--- src/rtl/rx_seq_pkg.sv ---
package rx_seq_pkg;
  typedef enum logic [1:0] {
    ST_IDLE  = 2'd0,
    ST_READY = 2'd1,
    ST_RUN   = 2'd2,
    ST_WAKE  = 2'd3
  } rx_st_e;

  typedef struct packed {
    logic dis;
    logic ena;
    logic slp;
  } rx_cmd_t;

  localparam int unsigned STAT_W = 3;
endpackage

--- src/rtl/rx_seq_cmd.sv ---
module rx_seq_cmd
  import rx_seq_pkg::*;
(
  input  logic    en_wr_i,
  input  logic    en_val_i,
  input  logic    slp_i,
  output rx_cmd_t cmd_o
);
  always_comb begin
    cmd_o.dis = en_wr_i & ~en_val_i;
    cmd_o.ena = en_wr_i &  en_val_i;
    cmd_o.slp = slp_i & ~cmd_o.dis;
  end
endmodule

--- src/rtl/rx_seq_pend.sv ---
module rx_seq_pend
  import rx_seq_pkg::*;
(
  input  logic    clk_i,
  input  logic    rst_ni,
  input  rx_st_e  st_i,
  input  rx_cmd_t cmd_i,
  input  logic    sof_i,
  input  logic    fdone_i,
  output logic    pend_o
);
  logic pend_d, pend_q;

  always_comb begin
    pend_d = 1'b0;
    if (!cmd_i.dis) begin
      unique case (st_i)
        ST_READY: pend_d = sof_i & cmd_i.slp;            // sleep collides with start
        ST_RUN:   pend_d = ~fdone_i & (pend_q | cmd_i.slp);
        default:  pend_d = 1'b0;
      endcase
    end
  end

  always_ff @(posedge clk_i or negedge rst_ni) begin
    if (!rst_ni) pend_q <= 1'b0;
    else         pend_q <= pend_d;
  end

  assign pend_o = pend_q;
endmodule

--- src/rtl/rx_seq_fsm.sv ---
module rx_seq_fsm
  import rx_seq_pkg::*;
(
  input  logic    clk_i,
  input  logic    rst_ni,
  input  rx_cmd_t cmd_i,
  input  logic    pend_i,
  input  logic    sof_i,
  input  logic    fdone_i,
  input  logic    wake_i,
  output rx_st_e  st_o
);
  rx_st_e st_d, st_q;

  always_comb begin
    st_d = st_q;
    if (cmd_i.dis) begin
      st_d = ST_IDLE;
    end else begin
      unique case (st_q)
        ST_IDLE:  if (cmd_i.ena) st_d = ST_READY;
        ST_READY: begin
          if (sof_i)          st_d = ST_RUN;
          else if (cmd_i.slp) st_d = ST_WAKE;
        end
        ST_RUN:   if (fdone_i) st_d = (pend_i | cmd_i.slp) ? ST_WAKE : ST_READY;
        ST_WAKE:  if (wake_i)  st_d = sof_i ? ST_RUN : ST_READY;
        default:  st_d = ST_IDLE;
      endcase
    end
  end

  always_ff @(posedge clk_i or negedge rst_ni) begin
    if (!rst_ni) st_q <= ST_IDLE;
    else         st_q <= st_d;
  end

  assign st_o = st_q;
endmodule

--- src/rtl/rx_seq_ctrl.sv ---
module rx_seq_ctrl
  import rx_seq_pkg::*;
#(
  parameter int unsigned N_WAKE = 2
) (
  input  logic              clk_i,
  input  logic              rst_ni,
  input  logic              en_wr_i,
  input  logic              en_val_i,
  input  logic              slp_i,
  input  logic              sof_i,
  input  logic              fdone_i,
  input  logic [N_WAKE-1:0] wake_i,
  output logic [STAT_W-1:0] stat_o,
  output logic              rx_en_o,
  output logic              sleep_o
);
  rx_cmd_t cmd;
  rx_st_e  st;
  logic    pend;
  logic    wake_any;
  logic [N_WAKE:0] wake_or;

  assign wake_or[0] = 1'b0;
  for (genvar g = 0; g < N_WAKE; g++) begin : g_wake
    assign wake_or[g+1] = wake_or[g] | wake_i[g];
  end
  assign wake_any = wake_or[N_WAKE];

  rx_seq_cmd u_cmd (
    .en_wr_i (en_wr_i),
    .en_val_i(en_val_i),
    .slp_i   (slp_i),
    .cmd_o   (cmd)
  );

  rx_seq_pend u_pend (
    .clk_i  (clk_i),
    .rst_ni (rst_ni),
    .st_i   (st),
    .cmd_i  (cmd),
    .sof_i  (sof_i),
    .fdone_i(fdone_i),
    .pend_o (pend)
  );

  rx_seq_fsm u_fsm (
    .clk_i  (clk_i),
    .rst_ni (rst_ni),
    .cmd_i  (cmd),
    .pend_i (pend),
    .sof_i  (sof_i),
    .fdone_i(fdone_i),
    .wake_i (wake_any),
    .st_o   (st)
  );

  always_comb begin
    unique case (st)
      ST_READY: stat_o = 3'b100;
      ST_RUN:   stat_o = 3'b110;
      ST_WAKE:  stat_o = 3'b101;
      default:  stat_o = 3'b000;
    endcase
  end

  assign rx_en_o = (st != ST_IDLE);
  assign sleep_o = (st == ST_WAKE);
endmodule

--- config.mk ---
export PLATFORM = sky130hd
export DESIGN_NAME = rx_seq_ctrl
export DESIGN_NICKNAME = d
export VERILOG_FILES = /design/src/rtl/rx_seq_pkg.sv /design/src/rtl/rx_seq_cmd.sv /design/src/rtl/rx_seq_pend.sv /design/src/rtl/rx_seq_fsm.sv /design/src/rtl/rx_seq_ctrl.sv
export SDC_FILE = /design/constraint.sdc
export NUM_CORES = 1
export LEC_CHECK = 0
export BUFFER_PORTS_ARGS = -buffer_cell sky130_fd_sc_hd__buf_4
export CAP_MARGIN = 20
export CORE_AREA = 5 5 42 44
export CTS_CLUSTER_DIAMETER = 200
export DETAILED_ROUTE_END_ITERATION = 16
export DIE_AREA = 0 0 47 49
export MAX_ROUTING_LAYER = met4
export PLACE_DENSITY = 0.45
export SYNTH_ARGS = -nofsm -noshare
export SYNTH_HDL_FRONTEND = slang
export SYNTH_SLANG_ARGS = --single-unit
--- constraint.sdc ---
create_clock -name clk_i -period 2.25 [get_ports clk_i]
set_input_delay 0.225 -clock clk_i [delete_from_list [all_inputs] [get_ports clk_i]]
set_output_delay 0.225 -clock clk_i [all_outputs]
set_load 0.01 [all_outputs]
==> flow_metrics.py <==
metrics = {
    "finish": {
        "final_area_um2": 423,
        "area_delta_synth_final_pct": 48.9,
        "regArea_um2": 75.1,
        "num-nets-final": 59,
        "multi_input_area_um2": 179,
        "filler_cell_count": 158,
        "final_cells": 61,
        "drive_above_1_share_pct": 42.2,
        "antennaDiodeCount": 0,
    },
    "synthesis": {
        "synth_area_um2": 284,
        "ys_ff_latch": 3,
        "synth_seq_area_share_pct": 26.4,
        "ys_top_cells_by_area": "dfrtp_1, ha_1, a2111oi_4",
        "syn_inst": 29,
        "ys.warnings.count": 0,
        "ys_top_cells_by_count": "ha_1, inv_1, dfrtp_1, nor3b_1",
        "synth_ff_type": "dfrtp_1",
        "synth_top_cell_by_area": "dfrtp_1",
        "syn-num-nets": 42,
        "synth_edf_count": 0,
        "avgSynthCellArea_um2": 9.79,
        "async_reset_ff_share_pct": 100,
        "synth_top_area_share_pct": 26.4,
        "synth_cell_types": 16,
    },
    "timing": {
        "slew_violations": 0,
        "rsz0062_at_grt": "false",
        "hold_viol_final": 0,
        "period_minus_slack_ns": 1.76,
        "skew_ns": 0.00152,
        "setup-tns-final_ns": 0,
        "whs_ns": 0.328,
        "max-slew-margin-rel_pct": 68.4,
        "timing.fmax_ghz": 0.567,
        "worstMarginPinSlew_ns": 0.462,
        "fin_crit_sh_pct": 78.4,
        "setup_viol": 0,
    },
    "pwr": {
        "clkPwrFrac_pct": 18.9,
        "p_int_mw": 0.296,
        "power.switching_mw": 0.188,
        "seq_power_share_pct": 21.2,
        "leakage_nw": 0.205,
        "power_density_nw_per_um2": 1140,
        "swShare_pct": 38.8,
        "ir_drop_mv": 0.436,
        "power_frac_comb_pct": 59.9,
        "p_total_mw": 0.484,
    },
    "clock_network": {
        "cts_root_buffer": "clkbuf_4",
        "clkTransAtPathRegs_ns": 0.04,
        "cts_tree": "yes",
        "numCtsBuffers": 3,
        "cts_buffer_depth": 2,
        "htreeDepth": 1,
        "insertion_delay_ns": 0.23,
        "cts.sinks": 3,
    },
    "route": {
        "vias_per_cell": 4.20,
        "ant_nets": 0,
        "route.detailed.drc": 0,
        "detail_route.wl_per_cell_um": 10.8,
        "firstDrtPassIters": 1,
        "vias": 256,
        "drt_wl_total_um": 657,
        "drt_iter0_markers": 0,
    },
    "global_route": {
        "grtUsageMet1_pct": 7.27,
        "top_usage_layer": "met2",
        "grt_max_degree": 7,
        "overflow": 0,
        "antenna_found_initial": 0,
        "grt_use_met3_pct": 1.48,
        "grt.total_usage_pct": 6.07,
        "grt_pass1_wl_um": 938,
        "grt_util_met2_pct": 7.92,
        "grt_pass1_vias": 222,
    },
    "floorplan": {
        "start_util_pct": 20.3,
        "die_w_um": 47,
        "die_h_um": 49,
        "num_io_pins": 14,
        "core_area_um2": 1400,
        "die_area_um2": 2300,
        "rows": 14,
    },
    "placed_design": {
        "dp.cells": 56,
        "placed_area_um2": 387,
        "dp_hpwl_um": 558,
        "port_buffers": 13,
        "place.gp.congestion": 0.701,
    },
    "worst_setup_path": {
        "start_kind": "flop",
        "end_kind": "flop",
        "critical_path_class": "reg -> reg",
        "cp.arrival_ns": 1.89,
        "required_ns": 2.38,
        "path_max_fanout": 6,
    },
    "job": {
        "cap_violations": 0,
    },
    "outcome": {
        "outcome": "finished, final reports clean",
    },
    "min_path": {
        "hold_class": "in -> async",
    },
}
## metrics by stage
step / setup WS, ns / util, %
after global routing: 0.373 / 30.2
final: 0.486 / 30.2
after global placement: 0.476 / 27.6
after detailed placement: 0.491 / 27.6
after CTS: 0.477 / 30.2
after floorplan: 0.620 / -
## state kept, by name, summed over array words and instances, names as in the netlist
signal and count:
u_pend.pend_o 1, u_fsm.st_o 2
## placed cells by master (no fill, tap or decap), drive strengths merged, types with 2 or more instances in the layout
cell     Yosys  routed
buf          2      13
nor3b        3       3
inv          4       4
a21oi        2       2
nor2         2       2
dfrtp        3       3
a2111oi      2       2
clkbuf       0       4
ha           4       4
## critical path, stage by stage, from the launching register on
cell and delay [ns]:
dfrtp_1 0.43, inv_1 0.09, ha_1 0.23, nor2b_4 0.15, a2111oi_4 0.39, a21oi_1 0.12, a311oi_1 0.25
## path summary, 6_finish.rpt
path | from | end | slack, ns | depth (start not counted)
min reg2reg | u_fsm.st_o[1] | u_fsm.st_o[1] | 0.65 | 2
min in group clk_i | en_val_i | u_pend.pend_o | 0.38 | 3
max in group asynchronous | rst_ni | u_pend.pend_o | 1.83 | 2
max reg2reg | u_fsm.st_o[0] | u_fsm.st_o[1] | 0.49 | 6
min | rst_ni | u_fsm.st_o[1] | 0.33 | 2
max | u_fsm.st_o[0] | u_fsm.st_o[1] | 0.49 | 6
## power groups by stage
stage	sequential [mW]	clock (mW)	combinational (mW)
floorplan	0.0960	0	0.211
global placement	0.103	0	0.291
detailed placement	0.103	0	0.292
CTS	0.103	0.0978	0.295
global route	0.106	0.109	0.321
finish	0.103	0.0913	0.290
## repair_timing
action / CTS / global route
hold endpoints to repair: 3 / 0
resized for setup: 0 / 0
buffers inserted: 0 / 0
hold buffers: 1 / 0
## cell type report
| class | count | share of cell area (%) |
|---|---|---|
| multi-input combinational | 20 | 42.3 |
| sequential | 3 | 17.8 |
| tap | 16 | 4.73 |
| inverter | 4 | 3.55 |
| timing repair buffer | 14 | 25.4 |
| clock buffer | 4 | 6.21 |
## per-layer routing
layer / routed length (µm) / share of wire, %
met5: 0 / 0
met4: 0 / 0
met3: 81 / 12
met2: 292 / 44
met1: 283 / 43
## logic make-up (layout without fill, tap and decap cells)
logic type / Yosys count / after routing / synth area share, %
buffers and inverters: 6 / 22 / 10.6
AOI/OAI and AO/OA: 8 / 8 / 26.9
adders and majority gates: 4 / 4 / 17.6
and+or+nand+nor: 8 / 8 / 18.5
DFF: 3 / 3 / 26.4
Note: power is estimated with default switching activity, not from simulation.
